--- src/rtl/bankreg_pkg.sv ---
// Shared constants and types for the mode-banked register file.
// Assumes a 16-entry architectural view with index 15 as the program counter.
package bankreg_pkg;

    localparam int IDX_W    = 4;
    localparam int NUM_ARCH = 1 << IDX_W;

    localparam logic [IDX_W-1:0] IDX_PC  = 4'd15;
    localparam logic [IDX_W-1:0] FAST_LO = 4'd8;
    localparam logic [IDX_W-1:0] PAIR_LO = 4'd13;

    // Physical slot layout: base copies first, then each shadow set.
    localparam int BASE_CNT  = NUM_ARCH - 1;
    localparam int FAST_CNT  = int'(IDX_PC) - int'(FAST_LO);
    localparam int PAIR_CNT  = int'(IDX_PC) - int'(PAIR_LO);
    localparam int FAST_BASE = BASE_CNT;
    localparam int IRQ_BASE  = FAST_BASE + FAST_CNT;
    localparam int SVC_BASE  = IRQ_BASE + PAIR_CNT;
    localparam int SLOT_CNT  = SVC_BASE + PAIR_CNT;
    localparam int SLOT_W    = $clog2(SLOT_CNT);

    typedef enum logic [1:0] {
        MODE_USR  = 2'b00,
        MODE_FAST = 2'b01,
        MODE_IRQ  = 2'b10,
        MODE_SVC  = 2'b11
    } cpu_mode_e;

endpackage

--- src/rtl/bankreg_map.sv ---
// Translates an architectural index and processor mode to a physical slot.
// Assumes index 15 is never used for storage; its result is ignored by the caller.
module bankreg_map
    import bankreg_pkg::*;
(
    input  logic [1:0]        mode,
    input  logic [IDX_W-1:0]  idx,
    output logic [SLOT_W-1:0] slot
);

    logic [SLOT_W-1:0] idx_s;
    logic              fast_hit;
    logic              pair_hit;

    // Pick the shadow slot when the mode owns a private copy, else the base slot.
    always_comb begin
        idx_s    = SLOT_W'(idx);
        fast_hit = (idx >= FAST_LO) && (idx != IDX_PC);
        pair_hit = (idx >= PAIR_LO) && (idx != IDX_PC);
        slot     = idx_s;
        case (cpu_mode_e'(mode))
            MODE_FAST: if (fast_hit) slot = idx_s - SLOT_W'(FAST_LO) + SLOT_W'(FAST_BASE);
            MODE_IRQ:  if (pair_hit) slot = idx_s - SLOT_W'(PAIR_LO) + SLOT_W'(IRQ_BASE);
            MODE_SVC:  if (pair_hit) slot = idx_s - SLOT_W'(PAIR_LO) + SLOT_W'(SVC_BASE);
            default:   slot = idx_s;
        endcase
    end

endmodule

--- src/rtl/bankreg_store.sv ---
// Flat physical storage of all base and shadow copies: one write port and
// RD_PORTS combinational read ports. Contents are not reset.
module bankreg_store #(
    parameter int DATA_W   = 32,
    parameter int SLOTS    = 26,
    parameter int SLOT_W   = 5,
    parameter int RD_PORTS = 2
) (
    input  logic                             clk,
    input  logic                             we,
    input  logic [SLOT_W-1:0]                wslot,
    input  logic [DATA_W-1:0]                wdata,
    input  logic [RD_PORTS-1:0][SLOT_W-1:0]  rslot,
    output logic [RD_PORTS-1:0][DATA_W-1:0]  rdata
);

    logic [DATA_W-1:0] mem_q [SLOTS];

    // Store the write data into the selected slot on the rising edge.
    always_ff @(posedge clk) begin
        if (we) mem_q[wslot] <= wdata;
    end

    for (genvar p = 0; p < RD_PORTS; p++) begin : g_rd
        // Read the addressed slot without a register stage.
        always_comb rdata[p] = mem_q[rslot[p]];
    end

endmodule

--- src/rtl/bankreg_pc.sv ---
// Program counter: synchronous active-low clear, load takes priority over step.
module bankreg_pc #(
    parameter int DATA_W  = 32,
    parameter int PC_STEP = 4
) (
    input  logic              clk,
    input  logic              rst_n,
    input  logic              step_en,
    input  logic              load_en,
    input  logic [DATA_W-1:0] load_val,
    output logic [DATA_W-1:0] pc_q
);

    // Clear, load or advance the instruction address.
    always_ff @(posedge clk) begin
        if (!rst_n)       pc_q <= '0;
        else if (load_en) pc_q <= load_val;
        else if (step_en) pc_q <= pc_q + DATA_W'(PC_STEP);
    end

endmodule

--- src/rtl/bankreg_file.sv ---
// Mode-banked register file top. Sixteen architectural registers, with index
// 15 served by the program counter (reads return pc + PC_AHEAD). The mode
// chooses the shadow copy for each index. Assumes mode is stable within a cycle.
module bankreg_file
    import bankreg_pkg::*;
#(
    parameter int DATA_W   = 32,
    parameter int PC_STEP  = 4,
    parameter int PC_AHEAD = 8
) (
    input  logic              clk,
    input  logic              rst_n,
    input  logic [1:0]        mode,
    input  logic              wr_en,
    input  logic [3:0]        wr_idx,
    input  logic [DATA_W-1:0] wr_data,
    input  logic              pc_step_en,
    input  logic [3:0]        rd_a_idx,
    output logic [DATA_W-1:0] rd_a_data,
    input  logic [3:0]        rd_b_idx,
    output logic [DATA_W-1:0] rd_b_data,
    output logic [DATA_W-1:0] pc_q
);

    localparam int RD_PORTS = 2;

    logic [RD_PORTS-1:0][IDX_W-1:0]  rd_idx;
    logic [RD_PORTS-1:0][SLOT_W-1:0] rd_slot;
    logic [RD_PORTS-1:0][DATA_W-1:0] st_data;
    logic [RD_PORTS-1:0][DATA_W-1:0] rd_data;
    logic [SLOT_W-1:0]               wr_slot;
    logic                            st_we;
    logic                            pc_load;
    logic [DATA_W-1:0]               pc_ahead;

    // Gather the read indices and split the write between storage and pc.
    always_comb begin
        rd_idx[0] = rd_a_idx;
        rd_idx[1] = rd_b_idx;
        pc_load   = wr_en && (wr_idx == IDX_PC);
        st_we     = wr_en && (wr_idx != IDX_PC);
        pc_ahead  = pc_q + DATA_W'(PC_AHEAD);
    end

    bankreg_map u_wmap (
        .mode (mode),
        .idx  (wr_idx),
        .slot (wr_slot)
    );

    for (genvar p = 0; p < RD_PORTS; p++) begin : g_port
        bankreg_map u_rmap (
            .mode (mode),
            .idx  (rd_idx[p]),
            .slot (rd_slot[p])
        );
        // Substitute the look-ahead pc for index 15.
        always_comb rd_data[p] = (rd_idx[p] == IDX_PC) ? pc_ahead : st_data[p];
    end

    bankreg_store #(
        .DATA_W   (DATA_W),
        .SLOTS    (SLOT_CNT),
        .SLOT_W   (SLOT_W),
        .RD_PORTS (RD_PORTS)
    ) u_store (
        .clk   (clk),
        .we    (st_we),
        .wslot (wr_slot),
        .wdata (wr_data),
        .rslot (rd_slot),
        .rdata (st_data)
    );

    bankreg_pc #(
        .DATA_W  (DATA_W),
        .PC_STEP (PC_STEP)
    ) u_pc (
        .clk      (clk),
        .rst_n    (rst_n),
        .step_en  (pc_step_en),
        .load_en  (pc_load),
        .load_val (wr_data),
        .pc_q     (pc_q)
    );

    // Present the port views.
    always_comb begin
        rd_a_data = rd_data[0];
        rd_b_data = rd_data[1];
    end

endmodule

--- config.mk ---
export PLATFORM = sky130hd
export DESIGN_NAME = bankreg_file
export DESIGN_NICKNAME = d
export VERILOG_FILES = /design/src/rtl/bankreg_pkg.sv /design/src/rtl/bankreg_map.sv /design/src/rtl/bankreg_store.sv /design/src/rtl/bankreg_pc.sv /design/src/rtl/bankreg_file.sv
export SDC_FILE = /design/constraint.sdc
export NUM_CORES = 2
export LEC_CHECK = 0
export ABC_CLOCK_PERIOD_IN_PS = 4100
export BUFFER_PORTS_ARGS = -buffer_cell sky130_fd_sc_hd__buf_2
export CORE_UTILIZATION = 35
export CTS_CLUSTER_SIZE = 24
export DETAILED_ROUTE_END_ITERATION = 8
export GPL_TIMING_DRIVEN = 0
export SLEW_MARGIN = 20
export SYNTH_ARGS = -nofsm -noshare
export SYNTH_HDL_FRONTEND = slang
export SYNTH_SLANG_ARGS = --single-unit
--- constraint.sdc ---
create_clock -name clk -period 4.1 [get_ports clk]
set_input_delay 0.41 -clock clk [delete_from_list [all_inputs] [get_ports clk]]
set_output_delay 0.41 -clock clk [all_outputs]
set_load 0.05 [all_outputs]
==> Word-level counts from Yosys, hierarchy flattened <==
Memory sizes are Yosys's and may differ from the RTL's.
Cells that the tools add are included.
{ "totals": {"register_bits": 32, "ramBits": 832, "wordCells": 61, "mem_count": 1} }
{ "classes": {"addsub": 17, "order_cmp": 6, "n_eq_ne": 9, "n_mux": 18, "reduce_logical": 9} }
{ "mem_list": {"columns": ["name", "words", "width", "read_ports", "rd_clocked_by_memory_dff", "write_ports", "line", "rtl"], "rows": [
  ["u_store.mem_q", 26, 32, 2, 0, 1, "bankreg_store.sv:17", "logic [DATA_W-1:0] mem_q [SLOTS];"]
]} }
{ "op_table": {"columns": ["op", "n"], "rows": [
  ["32-bit two-way mux", 4],
  ["5-bit two-way mux", 9],
  ["5-bit one-hot mux with 3 select lines", 3],
  ["32-bit by 3-bit adder with 32-bit output (second input constant)", 1],
  ["32-bit by 4-bit adder with 32-bit output (second input constant)", 1],
  ["5-bit adder (second input constant)", 6],
  ["4-bit by 4-bit subtractor with 5-bit output (second input constant)", 6],
  ["4-bit >= comparator (second input constant)", 6],
  ["5-bit by 4-bit adder with 5-bit output (second input constant)", 3],
  ["4-bit == test (second input constant)", 3],
  ["4-bit inequality test (second input constant)", 3],
  ["1-bit logical AND", 8],
  ["2-bit == test (second input constant)", 2],
  ["2-bit by 1-bit == test with 1-bit output (second input constant)", 1],
  ["1-bit two-way mux", 2],
  ["2-bit nonzero test", 1]
]} }

==> Depth between registers and ports, before layout <==
An unclocked memory read counts as a cell.
{ "depth": {"depth_word": 6, "ltp_mapped": 16} }

==> Hierarchy <==
A second synthesis with hierarchy kept.
{ "unflattened": {"cells_unflattened": 2644, "hier_area_um2": 42283.1} }
{ "by_module_without_submodules": {"columns": ["mod", "instances", "cells_per_inst", "area_each_um2", "seq_area_each_um2"], "rows": [
  ["bankreg_store", 1, 2078, 38309.2, 24984.0],
  ["bankreg_pc", 1, 233, 1864.3, 640.6],
  ["bankreg_file", 1, 219, 1231.2, 0.0],
  ["bankreg_map", 3, 38, 292.8, 0.0]
]} }

==> Worst setup path before layout <==
OpenSTA, ideal clock, no wires.
{ "synth_path": {"path_type": "input to output", "from": "input port rd_a_idx[0]", "to": "output port rd_a_data[16]", "arrival_ps": 3898, "t_required_ps": 3690, "setup_slack_ps": -208, "stages": 14, "n_path_buf": 3, "path_cell_list": "inv_1 ha_1 xor2_1 ha_1 nor2_1 a31oi_1 a21boi_1 or2_1 buf_2 buf_2 buf_2 mux4_2 o22ai_1 nor4_1"} }
{ "synth_via": {"elab_chain_len": 6} }
{ "synth_lines": {"columns": ["item", "line", "rtl"], "rows": [
  ["start: declaration", "bankreg_file.sv:18", "input logic [3:0] rd_a_idx,"],
  ["4-bit by 4-bit subtractor with 5-bit output (tied with other cells)", "bankreg_map.sv:23, bankreg_map.sv:24", null],
  ["5-bit adder (tied with other cells)", "bankreg_map.sv:24", "MODE_SVC: if (pair_hit) slot = idx_s - SLOT_W'(PAIR_LO) + SLOT_W'(SVC_BASE);"],
  ["5-bit two-way mux, on equally long branches", "bankreg_map.sv:24, bankreg_map.sv:22, bankreg_map.sv:23", null],
  ["5-bit one-hot mux with 3 select lines", "bankreg_map.sv:21", "case (cpu_mode_e'(mode))"],
  ["memory 26 x 32 bit", null, null],
  ["32-bit two-way mux (*)", "bankreg_file.sv:58", "always_comb rd_data[p] = (rd_idx[p] == IDX_PC) ? pc_ahead : st_data[p];"],
  ["end: declaration", "bankreg_file.sv:19", "output logic [DATA_W-1:0] rd_a_data,"]
]} }
Mark *: on every way between the ends. The rest lies on a longest branch, timed or not.

==> Final worst setup path <==
{ "layout_path": {"from": "input port rd_b_idx[0]", "to": "output port rd_b_data[4]"} }
{ "layout_via": {"elab_chain_len": 6} }
{ "layout_lines": {"columns": ["item", "line", "rtl"], "rows": [
  ["start: declaration", "bankreg_file.sv:20", "input logic [3:0] rd_b_idx,"],
  ["4-bit by 4-bit subtractor with 5-bit output (tied with other cells)", "bankreg_map.sv:23, bankreg_map.sv:24", null],
  ["5-bit adder (tied with other cells)", "bankreg_map.sv:24", null],
  ["5-bit two-way mux, on equally long branches", "bankreg_map.sv:24, bankreg_map.sv:22, bankreg_map.sv:23", null],
  ["5-bit one-hot mux with 3 select lines", "bankreg_map.sv:21", null],
  ["memory 26 x 32 bit", null, null],
  ["32-bit two-way mux (*)", "bankreg_file.sv:58", null],
  ["end: declaration", "bankreg_file.sv:21", "output logic [DATA_W-1:0] rd_b_data,"]
]} }
Marked as above.

==> flow_summary.toml <==
[critical_path]
crit_family = "buffers and inverters"
reg2reg_depth = 7
crit_chain = "clkbuf_4, ha_4, nand4b_1, o22ai_2, mux2i_2, buf_4, buf_8, buf_16, buf_16, nand2_8, buf_8, o22ai_1, o21ai_1, o221ai_2, a211oi_2, buf_4"
cp.required_ns = 3.69
critPathBufInv = 7
cp-start-kind = "input port"
rr_startpoint = "u_pc.pc_q[2]$_SDFFE_PN0N_"
worstPathMaxFanout = 10
path_depth = 16
arrival_ns = 3.68
reg2reg_slack_ns = 1.48
regToRegEndpoint = "u_pc.pc_q[30]$_SDFFE_PN0N_"
slowest_delay_ns = 0.27
critPathCaptureType = "output pin"
worst-setup-path-type = "in2out"
cp_slowest_cell = "o21ai_1"

[floorplan]
io_pins = 146
std_cell_rows = 126
dieArea_sq_um = 121000
fp.dieH_um = 348
die_x_um = 348
core_area_sq_um = 118000
start_util_pct = 35.4

[synth]
synth_warnings = 0
synth_edf_count = 832
yosys.cell_count.top_type = "edfxtp_1"
synth_commonest_cells = "edfxtp_1, nand2_1, mux4_2, nor2_1, nand3_1"
ys_seq_area_share_pct = 61.3
synthCells = 2788
synth_seq_cells = 864
synth_area_sq_um = 41800
synth_nets = 2853
yosys-top-cells-area = "edfxtp_1, mux4_2, nand2_1, mux2i_1, dfxtp_1"
synth.distinct_cells = 80
synth_top_area_cell = "edfxtp_1"
synthFlopType = "edfxtp_1"
avgSynthCellArea_sq_um = 15.0
synthArstFlopShare_pct = 0
synth_top_area_share_pct = 59.7

[worst_hold_path]
whs_endpoint = "u_pc.pc_q[8]$_SDFFE_PN0N_"
hold_class = "in2reg"
hold_path_depth = 3
hp-start = "rst_n"

[cells_and_area]
area_growth_pct = 23.1
drive_gt1_share_pct = 33.1
finalNonFillerCells = 4735
nets = 3186

[clock_tree]
clkTransAtPathRegs_ns = 0.07
clock-sinks = 864
hold_buffers = 0
cts.root.buffer_cell = "clkbuf_16"
htreeDepth = 3
cts_buffer_depth = 3
cts_tree = "yes"
numCtsBuffers = 91
clkLatencyLatePin_ns = 0.70

[timing]
post-route-period-util_pct = 99.8
hold_violations = 0
finalSetupViolations = 0
setup_tns_ns = 0
maxSlewViolCount = 0
slew_headroom_pct = 8.52
worst_pin_slew_ns = 1.37
fin_skew_ns = 0.00816
fmax_mhz = 244
period_minus_slack_ns = 4.09

[power]
leakagePower_nw = 17.1
power_density_nw_per_um2 = 453
ir_worst_vdd_mv = 0.340

[place]
placedCellCount = 4523
io_buffers = 141
place_hpwl_mm = 127
place_congestion = 1.01

[grt]
track_usage_pct = 29.8
overflow = 0
use_met3_pct = 11.0
grt-busiest-layer = "met2"
grt_pass1_wl_mm = 247
grt_pass1_vias = 29900
gr-usage-met1_pct = 37.5
antenna_found_initial = 16
met2_usage_pct = 44.0
grt_max_degree = 28

[drt]
drc = 0
drt_iter0_drc = 6134
num_vias = 31700
post_drt_wl_per_cell_um = 38.9
ant_nets = 0
drtPass1Iterations = 9
via_per_inst = 6.70
wirelength_mm = 184

[job]
cap_violations = 0

[status]
outcome = "completed"
-- report_power, final --
group / internal [mW] / switching (mW)
combinational: 1.80 / 3.39
clock: 4.47 / 3.69
sequential: 9.88 / 0.102
total: 16.1 / 7.18
-- final cells by class --
class,instances,area (sq um)
clock buffers,105,2330
fillers,10400,66700
well taps,1536,1920
clock inverters,60,526
inverters,13,51.3
multi-input cells,1711,16300
flip-flops and latches,864,25600
repair buffers,246,2740
plain buffers,194,2010
diodes,6,15.0
-- worst register-to-register path, stage by stage, from the launching register on --
cell and delay (ns):
dfxtp_1 0.63, ha_1 0.26, nand4_1 0.19, or3_1 0.36, clkbuf_1 0.19, or2_2 0.35
or3_1 0.31, a311oi_1 0.24
-- per-stage QoR --
stage          power, mW  hold slack (ns)  instance area (sq um)  setup slack (ns)  utilization [%]
2_1_floorplan       12.7            0.509                  41900            0.0362                -
3_3_place_gp        14.5            0.559                  44500             -2.76             37.7
3_5_place_dp        14.6            0.569                  46100             -1.65             39.0
4_1_cts             23.0           0.0185                  50800           -0.0242             42.9
5_1_grt             23.6           0.0640                  51500           -0.0150             43.6
6_report            23.3           0.0310                  51500           0.00924             43.6
-- cell families after synthesis --
family	Yosys count	synth area share, %
DFF	864	61.3
and+or+nand+nor	814	8.45
muxes	417	18.6
AOI/OAI and AO/OA	408	7.35
buffers and inverters	213	2.69
xor gates and xnor gates	57	1.24
adders and majority gates	15	0.449
-- per-layer routing --
layer  share of wire, %  up-vias
met4                7.2       16
met3                 16      677
met2                 43     3013
li1                   -    11900
met1                 34    16100
met5              0.059        -
-- state kept, by name, summed over array words and instances (netlist names) --
register	flops
u_store.mem_q	832
u_pc.pc_q	32
-- worst max-delay path by stage --
stage,startpoint,end
final,rd_b_idx[0],rd_b_data[4]
after global routing,rd_a_idx[1],rd_a_data[31]
after CTS,rd_b_idx[1],rd_b_data[5]
after detailed placement,rd_b_idx[0],rd_b_data[29]
after global placement,mode[1],u_store.mem_q[1][23]$_DFFE_PP_
after floorplan,rd_b_idx[0],rd_b_data[24]
-- layout by cell type (no fill, tap or decap), types with 25 or more instances in the layout --
| cell type | instances |
|---|---|
| a211oi_1 | 26 |
| a21oi_1 | 53 |
| a22o_1 | 29 |
| a32oi_1 | 30 |
| buf_12 | 53 |
| buf_16 | 35 |
| buf_2 | 108 |
| buf_4 | 93 |
| buf_6 | 54 |
| clkbuf_1 | 33 |
| clkbuf_16 | 93 |
| clkbuf_4 | 30 |
| clkinv_2 | 26 |
| dfxtp_1 | 26 |
| edfxtp_1 | 832 |
| mux2_2 | 25 |
| mux2i_1 | 106 |
| mux4_2 | 285 |
| nand2_1 | 405 |
| nand3_1 | 123 |
| nor2_1 | 99 |
| nor2_4 | 42 |
| o221ai_1 | 28 |
| o22ai_1 | 39 |
| xor2_1 | 25 |
-- repair_timing --
| item | 4_1_cts | 5_1_grt |
|---|---|---|
| setup endpoints to repair | 64 | 64 |
| buffers inserted | 31 | 15 |
| resized for setup | 416 | 151 |
| endpoints found under the hold margin | 0 | 0 |
| pin swaps | 28 | 29 |
| gates cloned | 0 | 1 |
(Power assumes the default switching activity.)
